$ cat src/rtl/ddr2_seq_pkg.sv
package ddr2_seq_pkg;

    localparam int COL_W   = 11;
    localparam int BANK_W  = 2;
    localparam int LAT_W   = 3;
    localparam int CL_MIN  = 3;
    localparam int CL_MAX  = 5;
    localparam int AL_MAX  = 5;
    localparam int WAIT_W  = $clog2(AL_MAX + CL_MAX + 1);
    localparam int BEATS_PER_CLK = 2;

    // Mode register layout: MSB first
    typedef struct packed {
        logic             ilv;   // bit 7: interleaved order
        logic             bl8;   // bit 6: burst of 8
        logic [LAT_W-1:0] al;    // bits 5:3
        logic [LAT_W-1:0] cl;    // bits 2:0
    } mode_t;

    localparam mode_t MODE_RESET = '{ilv: 1'b0, bl8: 1'b0, al: 3'd0, cl: 3'd3};

    typedef struct packed {
        logic              wr;
        logic              autopre;
        logic              bl8;
        logic              ilv;
        logic [BANK_W-1:0] bank;
        logic [COL_W-1:0]  col;
    } burst_cmd_t;

    function automatic logic mode_legal(mode_t m);
        return (m.cl >= LAT_W'(CL_MIN)) && (m.cl <= LAT_W'(CL_MAX)) &&
               (m.al <= LAT_W'(AL_MAX));
    endfunction

    // Clocks a queued command waits after its push edge before the sequencer may load it
    function automatic logic [WAIT_W-1:0] due_wait(mode_t m, logic is_wr);
        return WAIT_W'(m.al) + WAIT_W'(m.cl) - WAIT_W'(1) - WAIT_W'(is_wr);
    endfunction

    // Column of beat idx inside a burst
    function automatic logic [COL_W-1:0] beat_column(logic [COL_W-1:0] start,
                                                     logic [2:0] idx,
                                                     logic bl8, logic ilv);
        logic [COL_W-1:0] c;
        c = start;
        if (ilv) begin
            c[1:0] = start[1:0] ^ idx[1:0];
            c[2]   = start[2] ^ (idx[2] & bl8);
        end else begin
            c[1:0] = start[1:0] + idx[1:0];
            c[2]   = start[2] ^ (idx[2] & bl8);
        end
        return c;
    endfunction

endpackage

$ cat src/rtl/ddr2_mode_reg.sv
module ddr2_mode_reg
    import ddr2_seq_pkg::*;
(
    input  logic  clk,
    input  logic  rst,
    input  logic  wr_en,
    input  mode_t wr_mode,
    output mode_t mode
);

    mode_t mode_q;
    logic  accept;

    assign accept = wr_en && mode_legal(wr_mode);
    assign mode   = mode_q;

    always_ff @(posedge clk) begin
        if (rst)         mode_q <= MODE_RESET;
        else if (accept) mode_q <= wr_mode;
    end

    AST_MODE_LEGAL: assert property (@(posedge clk) disable iff (rst)
        (mode_q.cl >= 3'd3) && (mode_q.cl <= 3'd5) && (mode_q.al <= 3'd5));

    AST_MODE_HOLD: assert property (@(posedge clk) disable iff (rst)
        !wr_en |=> $stable(mode_q));

endmodule

$ cat src/rtl/ddr2_cmd_queue.sv
module ddr2_cmd_queue
    import ddr2_seq_pkg::*;
#(
    parameter int DEPTH = 4
) (
    input  logic              clk,
    input  logic              rst,
    input  logic              push,
    input  burst_cmd_t        push_cmd,
    input  logic [WAIT_W-1:0] push_wait,
    input  logic              pop,
    output burst_cmd_t        head_cmd,
    output logic              head_due,
    output logic              not_full
);

    localparam int PTR_W = (DEPTH > 1) ? $clog2(DEPTH) : 1;
    localparam int CNT_W = $clog2(DEPTH + 1);

    burst_cmd_t        slot_q [DEPTH];
    logic [WAIT_W-1:0] wait_q [DEPTH];
    logic [PTR_W-1:0]  wr_ptr, rd_ptr;
    logic [CNT_W-1:0]  count;
    logic              head_valid;

    function automatic logic [PTR_W-1:0] next_ptr(logic [PTR_W-1:0] p);
        return (p == PTR_W'(DEPTH - 1)) ? '0 : p + 1'b1;
    endfunction

    assign head_valid = (count != '0);
    assign head_cmd   = slot_q[rd_ptr];
    assign head_due   = head_valid && (wait_q[rd_ptr] == '0);
    assign not_full   = (count < CNT_W'(DEPTH));

    // Every slot counts down toward its due clock, whatever its position
    always_ff @(posedge clk) begin
        for (int i = 0; i < DEPTH; i++) begin
            if (rst) begin
                slot_q[i] <= '0;
                wait_q[i] <= '0;
            end else if (push && (wr_ptr == PTR_W'(i))) begin
                slot_q[i] <= push_cmd;
                wait_q[i] <= push_wait;
            end else if (wait_q[i] != '0) begin
                wait_q[i] <= wait_q[i] - 1'b1;
            end
        end
    end

    always_ff @(posedge clk) begin
        if (rst) begin
            wr_ptr <= '0;
            rd_ptr <= '0;
            count  <= '0;
        end else begin
            if (push) wr_ptr <= next_ptr(wr_ptr);
            if (pop)  rd_ptr <= next_ptr(rd_ptr);
            case ({push, pop})
                2'b10:   count <= count + 1'b1;
                2'b01:   count <= count - 1'b1;
                default: count <= count;
            endcase
        end
    end

    AST_NO_OVERFLOW: assert property (@(posedge clk) disable iff (rst)
        push |-> (count < CNT_W'(DEPTH)));

    AST_POP_ONLY_DUE: assert property (@(posedge clk) disable iff (rst)
        pop |-> (head_valid && (wait_q[rd_ptr] == '0)));

endmodule

$ cat src/rtl/ddr2_beat_engine.sv
module ddr2_beat_engine
    import ddr2_seq_pkg::*;
(
    input  logic              clk,
    input  logic              rst,
    input  logic              head_due,
    input  burst_cmd_t        head_cmd,
    output logic              pop,
    output logic              active,
    output logic              last,
    output logic [2:0]        idx,
    output burst_cmd_t        cur,
    output logic [BEATS_PER_CLK-1:0][COL_W-1:0] cols
);

    logic [1:0] pair_q;
    logic [1:0] last_pair;
    logic       active_q;
    burst_cmd_t cur_q;

    assign last_pair = cur_q.bl8 ? 2'd3 : 2'd1;
    assign last      = active_q && (pair_q == last_pair);
    assign pop       = head_due && (!active_q || last);
    assign active    = active_q;
    assign cur       = cur_q;
    assign idx       = {pair_q, 1'b0};

    generate
        for (genvar g = 0; g < BEATS_PER_CLK; g++) begin : g_edge
            assign cols[g] = beat_column(cur_q.col, {pair_q, 1'(g)}, cur_q.bl8, cur_q.ilv);
        end
    endgenerate

    always_ff @(posedge clk) begin
        if (rst) begin
            active_q <= 1'b0;
            pair_q   <= '0;
            cur_q    <= '0;
        end else if (pop) begin
            active_q <= 1'b1;
            pair_q   <= '0;
            cur_q    <= head_cmd;
        end else if (last) begin
            active_q <= 1'b0;
        end else if (active_q) begin
            pair_q   <= pair_q + 1'b1;
        end
    end

    AST_BURST_STEP: assert property (@(posedge clk) disable iff (rst)
        (active_q && !last) |=> (active_q && (pair_q == $past(pair_q) + 2'd1)));

    AST_PAIR_IN_RANGE: assert property (@(posedge clk) disable iff (rst)
        active_q |-> (pair_q <= last_pair));

    AST_GAPLESS_CHAIN: assert property (@(posedge clk) disable iff (rst)
        (last && head_due) |=> (active_q && (pair_q == 2'd0)));

endmodule

$ cat src/rtl/ddr2_burst_seq.sv
module ddr2_burst_seq
    import ddr2_seq_pkg::*;
#(
    parameter int QDEPTH = 4
) (
    input  logic              clk,
    input  logic              rst,
    input  logic              cfg_wr,
    input  logic [7:0]        cfg_wdata,
    output logic [7:0]        cfg_rdata,
    input  logic              cmd_valid,
    output logic              cmd_ready,
    input  logic              cmd_write,
    input  logic [COL_W-1:0]  cmd_col,
    input  logic [BANK_W-1:0] cmd_bank,
    input  logic              cmd_autopre,
    output logic              beat_valid,
    output logic              beat_write,
    output logic [BANK_W-1:0] beat_bank,
    output logic [2:0]        beat_idx,
    output logic [COL_W-1:0]  beat_col_rise,
    output logic [COL_W-1:0]  beat_col_fall,
    output logic              beat_last,
    output logic              pre_req
);

    mode_t             mode;
    burst_cmd_t        new_cmd, head_cmd, cur;
    logic [WAIT_W-1:0] new_wait;
    logic              push, pop, head_due, not_full;
    logic              active, last;
    logic [BEATS_PER_CLK-1:0][COL_W-1:0] cols;

    ddr2_mode_reg i_mode (
        .clk     (clk),
        .rst     (rst),
        .wr_en   (cfg_wr),
        .wr_mode (mode_t'(cfg_wdata)),
        .mode    (mode)
    );

    assign cfg_rdata = mode;
    assign cmd_ready = not_full;
    assign push      = cmd_valid && not_full;
    assign new_wait  = due_wait(mode, cmd_write);

    always_comb begin
        new_cmd         = '0;
        new_cmd.wr      = cmd_write;
        new_cmd.autopre = cmd_autopre;
        new_cmd.bl8     = mode.bl8;
        new_cmd.ilv     = mode.ilv;
        new_cmd.bank    = cmd_bank;
        new_cmd.col     = cmd_col;
    end

    ddr2_cmd_queue #(.DEPTH(QDEPTH)) i_queue (
        .clk       (clk),
        .rst       (rst),
        .push      (push),
        .push_cmd  (new_cmd),
        .push_wait (new_wait),
        .pop       (pop),
        .head_cmd  (head_cmd),
        .head_due  (head_due),
        .not_full  (not_full)
    );

    ddr2_beat_engine i_engine (
        .clk      (clk),
        .rst      (rst),
        .head_due (head_due),
        .head_cmd (head_cmd),
        .pop      (pop),
        .active   (active),
        .last     (last),
        .idx      (beat_idx),
        .cur      (cur),
        .cols     (cols)
    );

    assign beat_valid    = active;
    assign beat_write    = cur.wr;
    assign beat_bank     = cur.bank;
    assign beat_col_rise = cols[0];
    assign beat_col_fall = cols[1];
    assign beat_last     = last;
    assign pre_req       = last && cur.autopre;

    AST_PRE_AT_END: assert property (@(posedge clk) disable iff (rst)
        pre_req |-> (beat_valid && beat_last));

    AST_LAST_ENDS_OR_CHAINS: assert property (@(posedge clk) disable iff (rst)
        (beat_last && !pop) |=> !beat_valid);

endmodule

$ cat config.mk
export PLATFORM = sky130hd
export DESIGN_NAME = ddr2_burst_seq
export DESIGN_NICKNAME = d
export VERILOG_FILES = /design/src/rtl/ddr2_seq_pkg.sv /design/src/rtl/ddr2_mode_reg.sv /design/src/rtl/ddr2_cmd_queue.sv /design/src/rtl/ddr2_beat_engine.sv /design/src/rtl/ddr2_burst_seq.sv
export SDC_FILE = /design/constraint.sdc
export NUM_CORES = 1
export LEC_CHECK = 0
export BUFFER_PORTS_ARGS = -buffer_cell sky130_fd_sc_hd__buf_4
export CORE_ASPECT_RATIO = 1.4
export CORE_MARGIN = 1.5
export CORE_UTILIZATION = 35
export DETAILED_ROUTE_END_ITERATION = 16
export PLACE_DENSITY_LB_ADDON = 0.2
export SLEW_MARGIN = 20
export SYNTH_ARGS = -nofsm -noshare
export SYNTH_HDL_FRONTEND = slang
export SYNTH_SLANG_ARGS = --single-unit
$ cat constraint.sdc
create_clock -name clk -period 3.8 [get_ports clk]
set_input_delay 0.76 -clock clk [delete_from_list [all_inputs] [get_ports clk]]
set_output_delay 0.76 -clock clk [all_outputs]
set_load 0.02 [all_outputs]
== Word level (Yosys, flattened, before mapping) ==
Memories as Yosys holds them, arrays and structs flattened. A register that Yosys moved wholly into a read port is not among the register bits.
Index checks and enable logic that the tools add are counted.
Word-level totals
  memory bits (writable): 84
  input bits: 27
  memories kept: 2
  register bits after elaboration: 18
  output and inout bits: 40
Memories
  i_queue.slot_q: depth 4, bits a word 17, read ports 1, clocked after memory_dff 1, wr ports 4, line ddr2_cmd_queue.sv:20  | burst_cmd_t slot_q [DEPTH];
  i_queue.wait_q: depth 4, bits a word 4, read ports 5, clocked after memory_dff 1, wr ports 4, line ddr2_cmd_queue.sv:21  | logic [WAIT_W-1:0] wait_q [DEPTH];
Cells by class
  equal/unequal tests: 7
  bitwise gates (word level): 17
  add/subtract/negate cells: 14
  reductions and logical operators: 25
  order comparisons: 4
  mux-type cells: 52
Operators by type and width (count)
  $mux 17: 4
  $mux 1: 32
  $mux 4: 8
  $sub 4x1->4 const B: 5
  $reduce_bool 4->1: 4
  $mux 2: 7
  $logic_and 1x1->1: 12
  $or 1x1->1: 12
  $eq 2x2->1 const B: 4
  $add 2x1->2 const B: 3
  $le 3x3->1 const B: 2
  $pmux 3 s2: 1
  $add 2x2->2: 2
  $add 3x3->4: 1
  $eq 2x1->1 const B: 2
  $logic_not 4->1: 1
  $reduce_bool 2->1: 2
  $sub 4x1->4: 1
  $xor 2x2->2: 2
  $add 3x1->3 const B: 1
  $ge 3x2->1 const B: 1
  $lt 3x3->1 const B: 1
  $reduce_bool 3->1: 1
  $sub 3x1->3 const B: 1
  9 further kinds: 9

== Logic depth before layout (Yosys ltp) ==
  depth in word-level cells: 8
  mapped depth: 11
  gate-level depth less buffers: 10

== Cells and area by module ==
From an unflattened synthesis, not the netlist that was laid out.
Unflattened totals
  cell total of the unflattened synthesis: 468
  area total of the unflattened synthesis: 5999.5 sq um
Modules (own cells, without submodules)
  ddr2_cmd_queue: area an instance 4384.2 sq um, instances 1, sequential area each 2702.6 sq um, cells each 300
  ddr2_beat_engine: area an instance 1106.1 sq um, instances 1, sequential area each 400.4 sq um, cells each 116
  ddr2_mode_reg: area an instance 380.4 sq um, instances 1, sequential area each 160.2 sq um, cells each 36
  ddr2_burst_seq: area an instance 128.9 sq um, instances 1, sequential area each 0.0 sq um, cells each 16

== Least setup slack after synthesis ==
OpenSTA, ideal clock, no wires.
  path kind: input-to-reg
  start: input port cmd_write
  end: memory i_queue.wait_q[2][2] (netlist bit), data pin
  data arrival time: 2.275 ns
  required time: 3.542 ns
  cell stages on the path: 8
  path slack: 1.267 ns
  setup time: 0.258 ns
  path through: fa_1 -> inv_1 -> ha_1 -> inv_1 -> fa_1 -> nor2b_1 -> o22a_1 -> o221a_1
RTL lines
  from (decl): line ddr2_burst_seq.sv:13  | input logic cmd_write,
  to (decl): line ddr2_cmd_queue.sv:21

==> impl_metrics.env <==
export IMPL_wirelength_um=12800
export IMPL_ys_top_cells_by_count="edfxtp_1, nand2_1, and3_1"
export IMPL_crit_start="i_queue.wait_q[1][0]$_DFFE_PP_"
export IMPL_synth_seq_cells=121
export IMPL_clockBufferDepth=2
export IMPL_path_class="reg -> reg"
export IMPL_cts_hold_buf=0
export IMPL_relSlewSlack=0.336
export IMPL_gr_usage_met1=0.181
export IMPL_cts_tree="yes"
export IMPL_synth_distinct_cells=46
export IMPL_via_per_inst=5.02
export IMPL_numCtsBuffers=17
export IMPL_initial_core_util=0.359
export IMPL_cts_resized=0
export IMPL_synth_seq_area_share=0.563
export IMPL_final_area_um2=6980
export IMPL_endpoint="i_queue.count[2]$_SDFFE_PP0P_"
export IMPL_synth_nets=520
export IMPL_synth_edf_count=84
export IMPL_reg2reg_from="i_queue.wait_q[1][0]$_DFFE_PP_"
export IMPL_synthToLayoutAreaGrowth_pct=20.3
export IMPL_synthArstFlopShare=0
export IMPL_irDropWorstVdd_mv=0.367
export IMPL_drt_iter0_drc=193
export IMPL_crit_required_ps=4140
export IMPL_period_share=0.745
export IMPL_wl_per_cell_um=17.3
export IMPL_grt_setup_unrepaired="false"
export IMPL_cts_root_buf="clkbuf_16"
export IMPL_cts_clk_slew_worst_paths_ps=50
export IMPL_use_met2=0.268
export IMPL_status="completed"
export IMPL_core_um2=16200
export IMPL_hold_class="reg -> reg"
export IMPL_final_setup_viol_count=0
export IMPL_ff2ff_setup_slack_ps=970
export IMPL_crit_path_max_incr_delay_ps=440
export IMPL_hold_violations=0
export IMPL_globalRoute_totalOverflow=0
export IMPL_regToRegEndpoint="i_queue.count[2]$_SDFFE_PP0P_"
export IMPL_yosysMostFrequentCell="edfxtp_1"
export IMPL_finClkSkew_ps=7.88
export IMPL_dp_final_hpwl_um=8180
export IMPL_period_needed_ps=2830
export IMPL_globalplace_congestion=0.783
export IMPL_grt_usage=0.152
export IMPL_synth_area_top_cells="edfxtp_1, dfxtp_1, mux4_2, and3_1, mux2i_1"
export IMPL_cts_num_sinks=121
export IMPL_insertion_delay_ps=420
export IMPL_synth_top_area_cell="edfxtp_1"
export IMPL_power_density_nw_per_um2=697
export IMPL_drive_gt1_frac=0.249
export IMPL_row_count=55
export IMPL_maxCapViolations=0
export IMPL_synth_top_flop_cell="edfxtp_1"
export IMPL_postSynthCellCount=476
export IMPL_syn_avg_cell_area_um2=12.2
export IMPL_netlist_area_um2=5800
export IMPL_io_buffers=65
export IMPL_worst_slew_pin_slew_ps=994
export IMPL_slew_viol_final=0
export IMPL_end_kind="flip-flop"
export IMPL_ys_warn_count=0
export IMPL_antenna_cells=0
export IMPL_grt_pass1_wl_um=19900
export IMPL_die_area_um2=17400
export IMPL_path_max_fanout=19
export IMPL_grt_pass1_vias=3726
export IMPL_whs_ps=454
export IMPL_hold_depth=2
export IMPL_final_core_util=0.431
export IMPL_dr_pass1_iters=4
export IMPL_critPathSlowestCell="edfxtp_1"
export IMPL_dr_total_vias=3700
export IMPL_dpl_cell_area_um2=6330
export IMPL_cts_htree_levels=4
export IMPL_power_leakage_uw=0.00305
export IMPL_io_pin_count=67
export IMPL_ff2ff_path_depth=11
export IMPL_die_h_um=155
export IMPL_antenna_found_initial=0
export IMPL_gr_usage_met3=0.0386
export IMPL_crit_path_cell_trace="nor4_2 -> a22o_1 -> o211ai_2 -> buf_4 -> inv_4 -> ha_1 -> inv_1 -> fa_1 -> xor2_1 -> or3_1 -> a21oi_1"
export IMPL_post_cts_buffers=0
export IMPL_worstPathArrival_ps=3180
export IMPL_instances_no_fill=737
export IMPL_grt_max_degree=41
export IMPL_route_detailed_drc=0
export IMPL_synth_top_area_frac=0.435
export IMPL_dp_cells=705
export IMPL_drtAntennaViolNets=0
export IMPL_start_kind="flip-flop"
export IMPL_fp_dieW_um=112
export IMPL_grt_busiest_layer="met2"
export IMPL_fmax_ghz=0.353
export IMPL_tns_ps=0
export IMPL_fillCellCount=1498
export IMPL_layout_nets=569
[placed cells by master, fill, tap and decap left out, types with 17 or more instances in the layout]
cell	count
dfxtp_1	37
nor2_1	19
edfxtp_1	84
buf_4	74
mux4_2	17
clkbuf_16	17
and3_1	51
inv_1	29
nand2_1	53
mux2i_1	22
and2_1	19
[final cells by class]
cell class	count	area (um^2)	area share
clock buffer	18	429	0.0615
clock inverter	14	220	0.0316
inverter	33	126	0.0181
multi-input combinational	278	2130	0.306
sequential	121	3260	0.468
tap	199	249	0.0357
timing repair buffer	74	556	0.0796
[registers in the layout (all words and copies together), names as in the netlist, named ones only]
register	cells
i_engine.active	1
i_engine.cur	9
i_engine.pair_q	2
i_queue.slot_q	68
i_engine.cols	8
i_mode.mode	8
i_queue.wr_ptr	2
i_queue.wait_q	16
i_queue.count	3
i_queue.rd_ptr	2
[cells by family (layout without fill, tap and decap cells)]
| family | Yosys count | count (layout) | share of synthesized area |
|---|---|---|---|
| flip-flops | 121 | 121 | 0.563 |
| AO/OA/AOI/OAI | 40 | 40 | 0.0492 |
| XOR/XNOR | 12 | 12 | 0.0181 |
| other | 1 | 1 | 0.000647 |
| adder cells (fa/ha/maj) | 17 | 17 | 0.0406 |
| AND/OR/NAND/NOR | 168 | 168 | 0.153 |
| buffers and inverters | 77 | 139 | 0.0691 |
| multiplexers | 40 | 40 | 0.107 |
[worst min-delay path by stage]
stage / start / end / slack [ps]
2_1_floorplan: i_engine.cur[13]$_SDFFE_PP0N_ / i_engine.cur[13]$_SDFFE_PP0N_ / 430
3_3_place_gp: i_engine.cur[15]$_SDFFE_PP0N_ / i_engine.cur[15]$_SDFFE_PP0N_ / 440
3_5_place_dp: i_engine.cur[15]$_SDFFE_PP0N_ / i_engine.cur[15]$_SDFFE_PP0N_ / 450
4_1_cts: i_engine.cur[12]$_SDFFE_PP0N_ / i_engine.cur[12]$_SDFFE_PP0N_ / 460
5_1_grt: i_engine.cur[15]$_SDFFE_PP0N_ / i_engine.cur[15]$_SDFFE_PP0N_ / 480
6_report: i_engine.cur[12]$_SDFFE_PP0N_ / i_engine.cur[12]$_SDFFE_PP0N_ / 450
[metrics by stage]
step	setup slack [ps]	total power, uW
2_1_floorplan	1270	2790
3_3_place_gp	985	3090
3_5_place_dp	931	3130
4_1_cts	922	4910
5_1_grt	721	5100
6_report	968	4860
[critical path: cells and delay by family, from the launching register on]
family	cells	cell delay [ps]
compound gates	3	430
xor+xnor	1	160
fa+ha+maj	2	610
buf+inv	3	440
flops	1	440
simple gates	2	690
[power by group]
part / switching [uW] / leakage [uW] / internal, uW
combinational: 689 / 0.00154 / 535
clock: 601 / 0.000317 / 1170
sequential: 170 / 0.00119 / 1700
[routing by layer]
layer / share of wire / wire, um / up-vias
met4: 0.012 / 157 / 0
met2: 0.51 / 6510 / 99
met5: 0 / 0 / -
li1: - / - / 1785
met1: 0.44 / 5570 / 1800
met3: 0.041 / 528 / 16
(Power assumes the default switching activity.)
